<file path="src/rtl/spis_pkg.sv">
package spis_pkg;
  // Register addresses on the host port
  localparam logic [1:0] REG_CTRL = 2'd0;
  localparam logic [1:0] REG_IEN  = 2'd1;
  localparam logic [1:0] REG_STAT = 2'd2;
  localparam logic [1:0] REG_DATA = 2'd3;

  // Status bit positions
  localparam int EV_TXE = 0;
  localparam int EV_TXU = 1;
  localparam int EV_RXF = 2;
  localparam int EV_RXO = 3;
  localparam int N_EV   = 4;

  // Control field positions
  localparam int CTL_CHAN    = 0;
  localparam int CTL_QUEUE   = 1;
  localparam int CTL_LVL_LSB = 4;
endpackage

</file>
<file path="src/rtl/spis_sync.sv">
module spis_sync #(
  parameter int N = 3,
  parameter logic [N-1:0] RST_VAL = '0
) (
  input  logic         clk,
  input  logic         rst_n,
  input  logic [N-1:0] d,
  output logic [N-1:0] q
);
  logic [N-1:0] stage1;

  always_ff @(posedge clk or negedge rst_n) begin
    if (!rst_n) begin
      stage1 <= RST_VAL;
      q      <= RST_VAL;
    end else begin
      stage1 <= d;
      q      <= stage1;
    end
  end
endmodule

</file>
<file path="src/rtl/spis_txq.sv">
module spis_txq #(
  parameter int DEPTH = 16,
  parameter int DW    = 8,
  localparam int CW   = $clog2(DEPTH + 1),
  localparam int PW   = (DEPTH > 1) ? $clog2(DEPTH) : 1
) (
  input  logic          clk,
  input  logic          rst_n,
  input  logic          chan_en,
  input  logic          fifo_en,
  input  logic [CW-1:0] level_raw,
  input  logic          push,
  input  logic [DW-1:0] push_data,
  input  logic          pop,
  output logic [DW-1:0] head,
  output logic          empty,
  output logic          ev_txe
);
  logic [DW-1:0] mem [DEPTH];
  logic [PW-1:0] wp, rp;
  logic [CW-1:0] count, wcnt;
  logic          armed;
  logic [CW-1:0] cap, lvl, free;
  logic          push_ok, pop_ok;

  // Capacity: full depth in queue mode, one byte otherwise
  function automatic logic [CW-1:0] cap_of(input logic q_on);
    return q_on ? CW'(DEPTH) : CW'(1);
  endfunction

  // Watermark level clamped into 1..DEPTH
  function automatic logic [CW-1:0] lvl_of(input logic [CW-1:0] raw);
    if (raw == '0) return CW'(1);
    if (raw > CW'(DEPTH)) return CW'(DEPTH);
    return raw;
  endfunction

  function automatic logic [CW-1:0] free_of(input logic [CW-1:0] c, input logic [CW-1:0] k);
    return (k > c) ? (k - c) : '0;
  endfunction

  function automatic logic [PW-1:0] next_ptr(input logic [PW-1:0] p);
    return (p == PW'(DEPTH - 1)) ? '0 : p + PW'(1);
  endfunction

  assign cap     = cap_of(fifo_en);
  assign lvl     = lvl_of(level_raw);
  assign free    = free_of(count, cap);
  assign push_ok = push && (count < cap);
  assign pop_ok  = pop && (count != '0);
  assign empty   = (count == '0);
  assign head    = mem[rp];
  assign ev_txe  = chan_en && (fifo_en ? (armed && (free >= lvl)) : empty);

  always_ff @(posedge clk) begin
    if (push_ok) mem[wp] <= push_data;
  end

  always_ff @(posedge clk or negedge rst_n) begin
    if (!rst_n) begin
      wp    <= '0;
      rp    <= '0;
      count <= '0;
    end else begin
      if (push_ok) wp <= next_ptr(wp);
      if (pop_ok)  rp <= next_ptr(rp);
      count <= count + CW'(push_ok) - CW'(pop_ok);
    end
  end

  // Watermark handshake: one event, then wait for level accepted writes
  always_ff @(posedge clk or negedge rst_n) begin
    if (!rst_n) begin
      armed <= 1'b1;
      wcnt  <= '0;
    end else if (!chan_en || !fifo_en) begin
      armed <= 1'b1;
      wcnt  <= '0;
    end else if (ev_txe) begin
      armed <= 1'b0;
      wcnt  <= '0;
    end else if (push_ok && !armed) begin
      if (wcnt + CW'(1) >= lvl) begin
        armed <= 1'b1;
        wcnt  <= '0;
      end else begin
        wcnt <= wcnt + CW'(1);
      end
    end
  end

  // occupancy never exceeds the storage
  a_r9_bounded: assert property (@(posedge clk) disable iff (!rst_n)
    count <= CW'(DEPTH));

  // a write at capacity without a read leaves occupancy unchanged
  a_r9_drop_full: assert property (@(posedge clk) disable iff (!rst_n)
    (push && !pop && (count >= cap)) |=> $stable(count));

  // a queue-mode event is never followed directly by another
  a_r11_one_shot: assert property (@(posedge clk) disable iff (!rst_n)
    (ev_txe && fifo_en && chan_en) |=> !(ev_txe && fifo_en && chan_en));
endmodule

</file>
<file path="src/rtl/spis_shift.sv">
module spis_shift #(
  parameter int DW  = 8,
  localparam int BW = $clog2(DW)
) (
  input  logic          clk,
  input  logic          rst_n,
  input  logic          cs_act,
  input  logic          sclk_s,
  input  logic          simo_s,
  input  logic [DW-1:0] q_head,
  input  logic          q_empty,
  output logic          q_pop,
  output logic          somi,
  output logic          rx_done,
  output logic [DW-1:0] rx_word,
  output logic          ev_txu
);
  logic          sclk_d, cs_d;
  logic [BW-1:0] bcnt;
  logic [DW-1:0] tx_sh, rx_sh;
  logic          rise, fall, fetch;

  assign rise    = sclk_s & ~sclk_d;
  assign fall    = ~sclk_s & sclk_d;
  // Fetch on select, then on the falling edge that opens each new word
  assign fetch   = cs_act & (~cs_d | (fall & (bcnt == '0)));
  assign q_pop   = fetch;
  assign ev_txu  = fetch & q_empty;
  assign rx_word = {rx_sh[DW-2:0], simo_s};
  assign rx_done = cs_act & rise & (bcnt == BW'(DW - 1));
  assign somi    = tx_sh[DW-1];

  always_ff @(posedge clk or negedge rst_n) begin
    if (!rst_n) begin
      sclk_d <= 1'b0;
      cs_d   <= 1'b0;
      bcnt   <= '0;
      tx_sh  <= '0;
      rx_sh  <= '0;
    end else begin
      sclk_d <= sclk_s;
      cs_d   <= cs_act;
      if (!cs_act)   bcnt <= '0;
      else if (rise) bcnt <= (bcnt == BW'(DW - 1)) ? '0 : bcnt + BW'(1);
      if (cs_act && rise) rx_sh <= rx_word;
      if (fetch)               tx_sh <= q_empty ? '0 : q_head;
      else if (cs_act && fall) tx_sh <= {tx_sh[DW-2:0], 1'b0};
    end
  end

  // a fetch from an empty queue sends all zeros
  a_r8_zero_fill: assert property (@(posedge clk) disable iff (!rst_n)
    (fetch && q_empty) |=> (tx_sh == '0));

  // a completed word restarts the bit count
  a_r6_frame: assert property (@(posedge clk) disable iff (!rst_n)
    rx_done |=> (bcnt == '0));
endmodule

</file>
<file path="src/rtl/spis_evt.sv">
module spis_evt
  import spis_pkg::*;
#(
  parameter int DW = 8,
  parameter int NE = 4
) (
  input  logic          clk,
  input  logic          rst_n,
  input  logic          ev_txe,
  input  logic          ev_txu,
  input  logic          rx_done,
  input  logic [DW-1:0] rx_word,
  input  logic          rx_read,
  input  logic [NE-1:0] clr,
  input  logic [NE-1:0] ien,
  output logic [NE-1:0] status,
  output logic [DW-1:0] rx_hold,
  output logic          irq
);
  logic          unread;
  logic [NE-1:0] ev;

  always_comb begin
    ev         = '0;
    ev[EV_TXE] = ev_txe;
    ev[EV_TXU] = ev_txu;
    ev[EV_RXF] = rx_done;
    ev[EV_RXO] = rx_done & unread;
  end

  assign irq = |(status & ien);

  always_ff @(posedge clk or negedge rst_n) begin
    if (!rst_n) begin
      status  <= '0;
      rx_hold <= '0;
      unread  <= 1'b0;
    end else begin
      status <= (status & ~clr) | ev;
      if (rx_done) begin
        rx_hold <= rx_word;
        unread  <= 1'b1;
      end else if (rx_read) begin
        unread <= 1'b0;
      end
    end
  end

  for (genvar g = 0; g < NE; g++) begin : g_bit
    // an event always lands, even against a clear
    a_r4_set: assert property (@(posedge clk) disable iff (!rst_n)
      ev[g] |=> status[g]);
    // a bit holds until written with 1
    a_r4_sticky: assert property (@(posedge clk) disable iff (!rst_n)
      (status[g] && !clr[g]) |=> status[g]);
    // a clear without a coinciding event drops the bit
    a_r4_clear: assert property (@(posedge clk) disable iff (!rst_n)
      (status[g] && clr[g] && !ev[g]) |=> !status[g]);
  end

  // an unread word is replaced and overflow is flagged
  a_r7_overwrite: assert property (@(posedge clk) disable iff (!rst_n)
    (rx_done && unread) |=> ((rx_hold == $past(rx_word)) && status[EV_RXO]));

  // the line only drops through a clear or a mask change
  a_r3_irq_hold: assert property (@(posedge clk) disable iff (!rst_n)
    (irq && (clr == '0)) |=> (irq || (ien != $past(ien))));
endmodule

</file>
<file path="src/rtl/spis_irq_top.sv">
module spis_irq_top
  import spis_pkg::*;
#(
  parameter int TXQ_DEPTH = 16,
  parameter int WORD_W    = 8,
  parameter int REG_W     = 16,
  localparam int LW       = $clog2(TXQ_DEPTH + 1)
) (
  input  logic             clk,
  input  logic             rst_n,
  input  logic             host_we,
  input  logic             host_re,
  input  logic [1:0]       host_addr,
  input  logic [REG_W-1:0] host_wdata,
  output logic [REG_W-1:0] host_rdata,
  input  logic             sclk,
  input  logic             simo,
  input  logic             cs_n,
  output logic             somi,
  output logic             somi_oe,
  output logic             irq
);
  logic              chan_en, fifo_en;
  logic [LW-1:0]     level_raw;
  logic [N_EV-1:0]   ien, status, clr;
  logic              push, rx_read;
  logic [2:0]        sync_q;
  logic              cs_s, simo_s, sclk_s, cs_act;
  logic [WORD_W-1:0] q_head, rx_word, rx_hold;
  logic              q_empty, q_pop, ev_txe, ev_txu, rx_done;
  logic              unused_ok;

  assign unused_ok = ^host_wdata;

  always_ff @(posedge clk or negedge rst_n) begin
    if (!rst_n) begin
      chan_en   <= 1'b0;
      fifo_en   <= 1'b0;
      level_raw <= '0;
      ien       <= '0;
    end else if (host_we) begin
      if (host_addr == REG_CTRL) begin
        chan_en   <= host_wdata[CTL_CHAN];
        fifo_en   <= host_wdata[CTL_QUEUE];
        level_raw <= host_wdata[CTL_LVL_LSB +: LW];
      end
      if (host_addr == REG_IEN) ien <= host_wdata[N_EV-1:0];
    end
  end

  assign clr     = (host_we && (host_addr == REG_STAT)) ? host_wdata[N_EV-1:0] : '0;
  assign push    = host_we && (host_addr == REG_DATA);
  assign rx_read = host_re && (host_addr == REG_DATA);

  always_comb begin
    host_rdata = '0;
    case (host_addr)
      REG_CTRL: begin
        host_rdata[CTL_CHAN]          = chan_en;
        host_rdata[CTL_QUEUE]         = fifo_en;
        host_rdata[CTL_LVL_LSB +: LW] = level_raw;
      end
      REG_IEN:  host_rdata[N_EV-1:0]   = ien;
      REG_STAT: host_rdata[N_EV-1:0]   = status;
      default:  host_rdata[WORD_W-1:0] = rx_hold;
    endcase
  end

  spis_sync #(.N(3), .RST_VAL(3'b100)) u_sync (
    .clk (clk),
    .rst_n (rst_n),
    .d ({cs_n, simo, sclk}),
    .q (sync_q)
  );
  assign cs_s    = sync_q[2];
  assign simo_s  = sync_q[1];
  assign sclk_s  = sync_q[0];
  assign cs_act  = chan_en & ~cs_s;
  assign somi_oe = cs_act;

  spis_txq #(.DEPTH(TXQ_DEPTH), .DW(WORD_W)) u_txq (
    .clk (clk),
    .rst_n (rst_n),
    .chan_en (chan_en),
    .fifo_en (fifo_en),
    .level_raw (level_raw),
    .push (push),
    .push_data (host_wdata[WORD_W-1:0]),
    .pop (q_pop),
    .head (q_head),
    .empty (q_empty),
    .ev_txe (ev_txe)
  );

  spis_shift #(.DW(WORD_W)) u_shift (
    .clk (clk),
    .rst_n (rst_n),
    .cs_act (cs_act),
    .sclk_s (sclk_s),
    .simo_s (simo_s),
    .q_head (q_head),
    .q_empty (q_empty),
    .q_pop (q_pop),
    .somi (somi),
    .rx_done (rx_done),
    .rx_word (rx_word),
    .ev_txu (ev_txu)
  );

  spis_evt #(.DW(WORD_W), .NE(N_EV)) u_evt (
    .clk (clk),
    .rst_n (rst_n),
    .ev_txe (ev_txe),
    .ev_txu (ev_txu),
    .rx_done (rx_done),
    .rx_word (rx_word),
    .rx_read (rx_read),
    .clr (clr),
    .ien (ien),
    .status (status),
    .rx_hold (rx_hold),
    .irq (irq)
  );
endmodule

</file>
<file path="config.mk">
export PLATFORM = sky130hd
export DESIGN_NAME = spis_irq_top
export DESIGN_NICKNAME = d
export VERILOG_FILES = /design/src/rtl/spis_pkg.sv /design/src/rtl/spis_sync.sv /design/src/rtl/spis_txq.sv /design/src/rtl/spis_shift.sv /design/src/rtl/spis_evt.sv /design/src/rtl/spis_irq_top.sv
export SDC_FILE = /design/constraint.sdc
export NUM_CORES = 1
export LEC_CHECK = 0
export CAP_MARGIN = 40
export CORE_UTILIZATION = 57
export DETAILED_ROUTE_END_ITERATION = 10
export DONT_BUFFER_PORTS = 1
export GPL_TIMING_DRIVEN = 0
export PLACE_DENSITY = 0.79
export SLEW_MARGIN = 20
export SYNTH_ARGS = -nofsm -noshare
export SYNTH_HDL_FRONTEND = slang
export SYNTH_SLANG_ARGS = --single-unit
</file>
<file path="constraint.sdc">
create_clock -name clk -period 2.99 [get_ports clk]
set_input_delay 0.4485 -clock clk [delete_from_list [all_inputs] [get_ports clk]]
set_output_delay 0.4485 -clock clk [all_outputs]
set_load 0.05 [all_outputs]
</file>
[Yosys cells after proc, flatten, opt, wreduce, memory -nomap -nowiden]
Memory sizes are Yosys's and may differ from the RTL's.
Index checks and enable logic that the tools add are counted.
Word-level totals
  flip-flop bits (word level): 69
  memory bits (writable): 128
  input port bits: 25
  word-level logic and storage cells: 120
  memories: 1
Memories
  u_txq.mem: depth 16, width 8, read ports 1, clocked after memory_dff 0, write ports 1, RTL line spis_txq.sv:19  | logic [DW-1:0] mem [DEPTH];
Operators by class
  add/subtract/negate cells: 7
  magnitude comparators: 5
  equal/unequal tests: 7
  multiplexer cells: 35
  bitwise operators: 18
  reduce and logical (&&, ||, !) cells: 28
Operator list (number)
  $mux W5: 10
  $mux W8: 3
  $mux W1: 13
  $mux W4: 3
  $pmux W2 S3: 2
  $ge A5 B5 Y1: 2
  $logic_and A1 B1 Y1: 10
  $logic_not A5 Y1: 2
  $and A1 B1 Y1: 9
  $mux W3: 3
  $add A4 B1 Y4 const B: 2
  $and A4 B4 Y4: 2
  $eq A4 B4 Y1 const B: 2
  $pmux W4 S2: 1
  $reduce_and A2 Y1: 3
  $reduce_bool A3 Y1: 2
  $add A5 B1 Y5: 1
  $add A5 B1 Y5 const B: 1
  $gt A5 B5 Y1: 1
  $gt A5 B5 Y1 const B: 1
  $lt A5 B5 Y1: 1
  $reduce_bool A5 Y1: 1
  $sub A5 B1 Y5: 1
  $sub A5 B5 Y5: 1
  other kinds (16): 23

[Logic depth before layout (Yosys ltp)]
  word-level depth: 11
  depth in mapped cells: 15
  depth with buffers taken out: 14

[Hierarchy]
A second synthesis with hierarchy kept.
Unflattened totals
  cells, all modules: 601
  area total of the unflattened synthesis: 8903.5 um^2
By module, submodules not included
  spis_txq: instances 1, cells an instance 418, area an instance 6562.5 um^2
  spis_shift: instances 1, cells an instance 85, area an instance 963.4 um^2
  spis_irq_top: instances 1, cells an instance 56, area an instance 693.2 um^2
  spis_evt: instances 1, cells an instance 36, area an instance 531.8 um^2
  spis_sync: instances 1, cells an instance 6, area an instance 152.6 um^2

[Worst setup path before layout]
Ideal clock, no wire load.
  path type: register -> register
  from: reg u_txq.count[2]
  to: reg u_txq.count[4]
  library setup time: 0.123 ns
  arrival time: 2.827 ns
  data required time: 2.867 ns
  setup slack: 0.040 ns
  stages on the path, launching flop included: 16
  buffers on the path: 1
  path through: dfrtp_1 inv_1 ha_1 nor4b_1 a211oi_1 clkbuf_1 ha_1 inv_1 ha_1 inv_1 fa_1 nor2_1 nor2_1 nor2_1 nor2_1 xnor2_1
RTL lines
  start, declared: RTL line spis_txq.sv:21  | logic [CW-1:0] count, wcnt;
  start signal, assigned: RTL line spis_txq.sv:67  | count <= count + CW'(push_ok) - CW'(pop_ok);
  $reduce_bool A5 Y1: RTL line spis_txq.sv:50  | assign pop_ok = pop && (count != '0);
  $logic_and A1 B1 Y1: RTL line spis_txq.sv:50
  net u_txq.pop_ok: RTL line spis_txq.sv:24  | logic push_ok, pop_ok;
  $sub A5 B1 Y5: RTL line spis_txq.sv:67
The timed path passes the listed nets, and every way through them passes these cells.
A chain may end at the register's enable or synchronous reset.

[Worst setup path after layout]
  from: reg u_txq.count[1]
  to: reg u_txq.wcnt[2]
On the way
  longest elaborated chain between the ends: 8
RTL lines
  $sub A5 B5 Y5 or $gt A5 B5 Y1 (tied branches): RTL line spis_txq.sv:39  | return (k > c) ? (k - c) : '0;
  $mux W5: RTL line spis_txq.sv:39
  $ge A5 B5 Y1: RTL line spis_txq.sv:53  | assign ev_txe = chan_en && (fifo_en ? (armed && (free >= lvl)) : empty);
  $logic_and A1 B1 Y1: RTL line spis_txq.sv:53
  $mux W1: RTL line spis_txq.sv:53
  $logic_and A1 B1 Y1: RTL line spis_txq.sv:53
  $mux W5: RTL line spis_txq.sv:79  | end else if (ev_txe) begin
  $mux W5: RTL line spis_txq.sv:76  | end else if (!chan_en || !fifo_en) begin
  end signal, assigned: RTL line spis_txq.sv:87  | wcnt <= wcnt + CW'(1);
  end, declared: RTL line spis_txq.sv:21
Parallel ways exist; a longest one is shown, timed or not.

==> qor.yml <==
outcome: "complete, no violations"
maxClockFrequency_ghz: 0.348
worstPathArrival_ns: 3.23
skew_ns: 0.0124
start_kind: "flop"
port_buffers: 0
clk_latency_ns: 0.43
vias_per_cell: 6.18
switching_share_pct: 30.7
finalCoreUtilization_pct: 66.8
intPower_mw: 5.65
worstHoldEndpoint: "u_sync.stage1[1]"
setup.reg_to_reg.worst_slack_ns: 0.12
critical_path_peak_fanout: 5
drv_cap: 0
ys_flop_type: "sky130_fd_sc_hd__edfxtp_1"
detail_route.drc_violations: 0
grt_pass1_wl_mm: 27.4
netlist_instances: 545
design.portCount: 44
timing.critical_path.buf_inv: 1
number_of_antenna_violations_at_the_first_check_in_global_routing: 0
ys_ff_latch: 197
inserted_diodes: 0
synthDistinctLibCells: 48
crit_path_cell_trace: "inv_1 -> ha_1 -> nor4bb_4 -> o21ai_1 -> nor2_1 -> ha_1 -> a21oi_1 -> o21ai_0 -> a41oi_2 -> nand3_2 -> a31oi_1"
initialDrtViolationCount: 483
groute.usage.overall_pct: 23.9
cts_inserted_buffers: 17
worst_r2r_path_depth: 11
ys_async_sr_fraction_pct: 35.0
critical_path.max_stage_delay_ns: 0.48
power_frac_seq_pct: 41.7
post_synth.cell_area_avg_um2: 15.6
hold_depth: 0
route.vias.total: 4806
drt_pass1_iterations: 7
crit_family: "compound AO/OA/AOI/OAI gates"
p_switching_mw: 2.50
final_cell_area_um2: 9710
crit_slowest_cell: "sky130_fd_sc_hd__dfrtp_1"
timing.critical_path.mode_cell: "sky130_fd_sc_hd__ha_1"
worst_ir_drop_vdd_uv: 580
leakagePower_nw: 3.61
route.antenna.remaining_nets: 0
slew_violations: 0
clock_share_of_power_pct: 28.5
syn-cell-area_um2: 8520
fin_crit_ns: 2.87
synthToLayoutAreaGrowth_pct: 13.9
path_class: "reg2reg"
cellPowerDensity_nw_per_um2: 839
final_nets: 636
holdCritPathClass: "in2reg"
netlist.area_leader.share_pct: 45.1
synth_edf_count: 128
hold_crit_start: "simo"
largest_net_degree_at_the_start_of_global_routing: 70
yosys_warnings: 0
dp.final_hpwl_mm: 11.4
worst_setup_path_end_kind: "flop"
post_drt_wl_per_cell_um: 22.6
regToRegEndpoint: "u_txq.wcnt[2]"
die_height_um: 124
multi_input_area_um2: 2910
globalRoute.totalOverflow: 0
h-tree-depth: 4
grt_setup_unrepaired: "yes"
path_clk_slew_ns: 0.07
clock_tree.buffer_depth: 2
total_power_mw: 8.15
synth_top_cells_by_area: "sky130_fd_sc_hd__edfxtp_1 45%, sky130_fd_sc_hd__dfrtp_1 19%, sky130_fd_sc_hd__mux4_2 11%"
first_global_vias: 4965
preCtsSetupSlack_ns: -0.539
final_layout_size_suffix_gt1_share_pct: 25.9
globalplace.congestion: 0.814
routed_wl_mm: 17.6
power.share.combinational_pct: 29.8
row_count: 44
post-synth-top-area-cell: "sky130_fd_sc_hd__edfxtp_1"
report.final.setup_viol: 0
floorplan.die.width_um: 124
clock-sinks: 197
placed_cell_area_um2: 8810
root_buffer: "sky130_fd_sc_hd__clkbuf_16"
synth_common_cells: "128 x sky130_fd_sc_hd__edfxtp_1, 66 x sky130_fd_sc_hd__dfrtp_1, 58 x sky130_fd_sc_hd__nand2_1"
fill_cells: 951
min_period_over_period_pct: 96.0
yosysMostFrequentCell: "sky130_fd_sc_hd__edfxtp_1"
reg2reg_from: "u_txq.count[1]"
seq_total_area_yosys_pct: 65.4
hold_violations: 0
layout_setup_ws_ns: 0.119
max_slew.worst_pin.slew_ns: 0.878
initial_utilization_pct: 58.6
tritoncts: "built"
floorplan.core_area_um2: 14500
seqCellArea_um2: 5580
fp.dieArea_um2: 15400
critical_path_required_ns: 3.35
max_transition_margin_pct: 41.5
-- worst reg2reg max path, cell delays in order (launching register included) --
cell and delay, ns:
sky130_fd_sc_hd__dfrtp_1 0.48, sky130_fd_sc_hd__inv_1 0.16, sky130_fd_sc_hd__ha_1 0.18, sky130_fd_sc_hd__nor4bb_4 0.36, sky130_fd_sc_hd__o21ai_1 0.19, sky130_fd_sc_hd__nor2_1 0.19
sky130_fd_sc_hd__ha_1 0.27, sky130_fd_sc_hd__a21oi_1 0.13, sky130_fd_sc_hd__o21ai_0 0.12, sky130_fd_sc_hd__a41oi_2 0.36, sky130_fd_sc_hd__nand3_2 0.19, sky130_fd_sc_hd__a31oi_1 0.16
-- placed cells by master (no fill, tap or decap), types with 5 or more instances in the layout --
| cell | instances |
|---|---|
| sky130_fd_sc_hd__a21oi_1 | 12 |
| sky130_fd_sc_hd__a22o_1 | 8 |
| sky130_fd_sc_hd__buf_4 | 13 |
| sky130_fd_sc_hd__clkbuf_1 | 13 |
| sky130_fd_sc_hd__clkbuf_16 | 17 |
| sky130_fd_sc_hd__conb_1 | 7 |
| sky130_fd_sc_hd__dfrtp_1 | 65 |
| sky130_fd_sc_hd__edfxtp_1 | 128 |
| sky130_fd_sc_hd__ha_1 | 28 |
| sky130_fd_sc_hd__inv_1 | 20 |
| sky130_fd_sc_hd__mux2_2 | 29 |
| sky130_fd_sc_hd__mux4_2 | 40 |
| sky130_fd_sc_hd__nand2_1 | 58 |
| sky130_fd_sc_hd__nand3_1 | 7 |
| sky130_fd_sc_hd__nor2_1 | 18 |
| sky130_fd_sc_hd__nor2_2 | 7 |
| sky130_fd_sc_hd__nor2_4 | 6 |
| sky130_fd_sc_hd__nor2b_1 | 5 |
| sky130_fd_sc_hd__o211ai_1 | 7 |
| sky130_fd_sc_hd__o21ai_0 | 12 |
| sky130_fd_sc_hd__xnor2_1 | 7 |
| sky130_fd_sc_hd__xor2_1 | 5 |
-- worst max path at each step --
stage	startpoint	end	slack [ns]	depth (start not counted)
detailed placement	u_txq.count[2]	u_txq.count[4]	-0.54	15
global route	u_txq.count[1]	u_txq.count[4]	-0.14	14
CTS	fifo_en	u_txq.mem[8][0]	-0.16	7
floorplan	u_txq.count[2]	u_txq.count[4]	0.04	15
global placement	u_txq.count[3]	u_txq.count[4]	-0.86	15
finish	u_txq.count[1]	u_txq.wcnt[2]	0.12	11
-- sequential cells by signal, indices dropped and copies added (netlist names) --
signal,cells
u_txq.mem,128
u_evt.rx_hold,8
u_shift.tx_sh,8
u_shift.rx_sh,7
level_raw,5
u_txq.count,5
u_txq.wcnt,5
ien,4
u_evt.status,4
u_txq.rp,4
u_txq.wp,4
u_shift.bcnt,3
u_sync.q,3
u_sync.stage1,3
chan_en,1
fifo_en,1
u_evt.unread,1
u_shift.cs_d,1
u_shift.sclk_d,1
u_txq.armed,1
-- metal layers --
metal / track usage, % / up-vias / share of wire, %
met5: 0 / - / 0
met4: 8.65 / 0 / 2.3
met3: 6.66 / 36 / 6.4
met2: 37.2 / 176 / 49
met1: 32.5 / 2485 / 42
li1: - / 2109 / -
-- stage by stage --
step                setup TNS, ns  cells  hold WS [ns]
floorplan                       0    551         0.153
global placement           -19.59    735         0.155
detailed placement         -22.10    735         0.155
CTS                         -4.41    771        0.0289
global route               -0.189    778        0.0205
finish                          0    778        0.0374
-- layout make-up --
class | count | share of cell area (%)
multi-input cells | 305 | 30.0
inverters | 22 | 0.851
flip-flops and latches | 197 | 57.4
plain buffers | 26 | 1.56
clock inverters | 9 | 1.30
clock buffers | 23 | 4.92
repair buffers | 12 | 1.57
well taps | 184 | 2.37
-- repair_timing --
action,in CTS,in global routing
setup buffers,1,5
hold buffers,3,0
cloned,0,0
pin swaps,1,2
endpoints found under the hold margin,70,0
endpoints found under the setup margin,138,127
gates resized for setup,19,19
-- power by group through the flow --
stage | combinational (mW) | clock (mW) | sequential (mW)
floorplan | 1.77 | 0 | 3.36
global placement | 2.12 | 0 | 3.41
detailed placement | 2.23 | 0 | 3.43
CTS | 2.32 | 2.34 | 3.39
global route | 2.65 | 2.44 | 3.43
finish | 2.43 | 2.32 | 3.40
-- cell families (layout without fill, tap and decap cells) --
kind of cell | Yosys count | count (layout) | synth area share [%]
muxes | 72 | 72 | 14.8
xor gates and xnor gates | 12 | 12 | 1.23
adders and majority gates | 30 | 30 | 4.49
other | 1 | 7 | 0.0440
buffers and inverters | 49 | 92 | 2.79
AOI/OAI and AO/OA | 57 | 57 | 4.49
and+or+nand+nor | 127 | 127 | 6.78
DFF | 197 | 197 | 65.4
No activity file was read; power rests on OpenSTA's default activity.
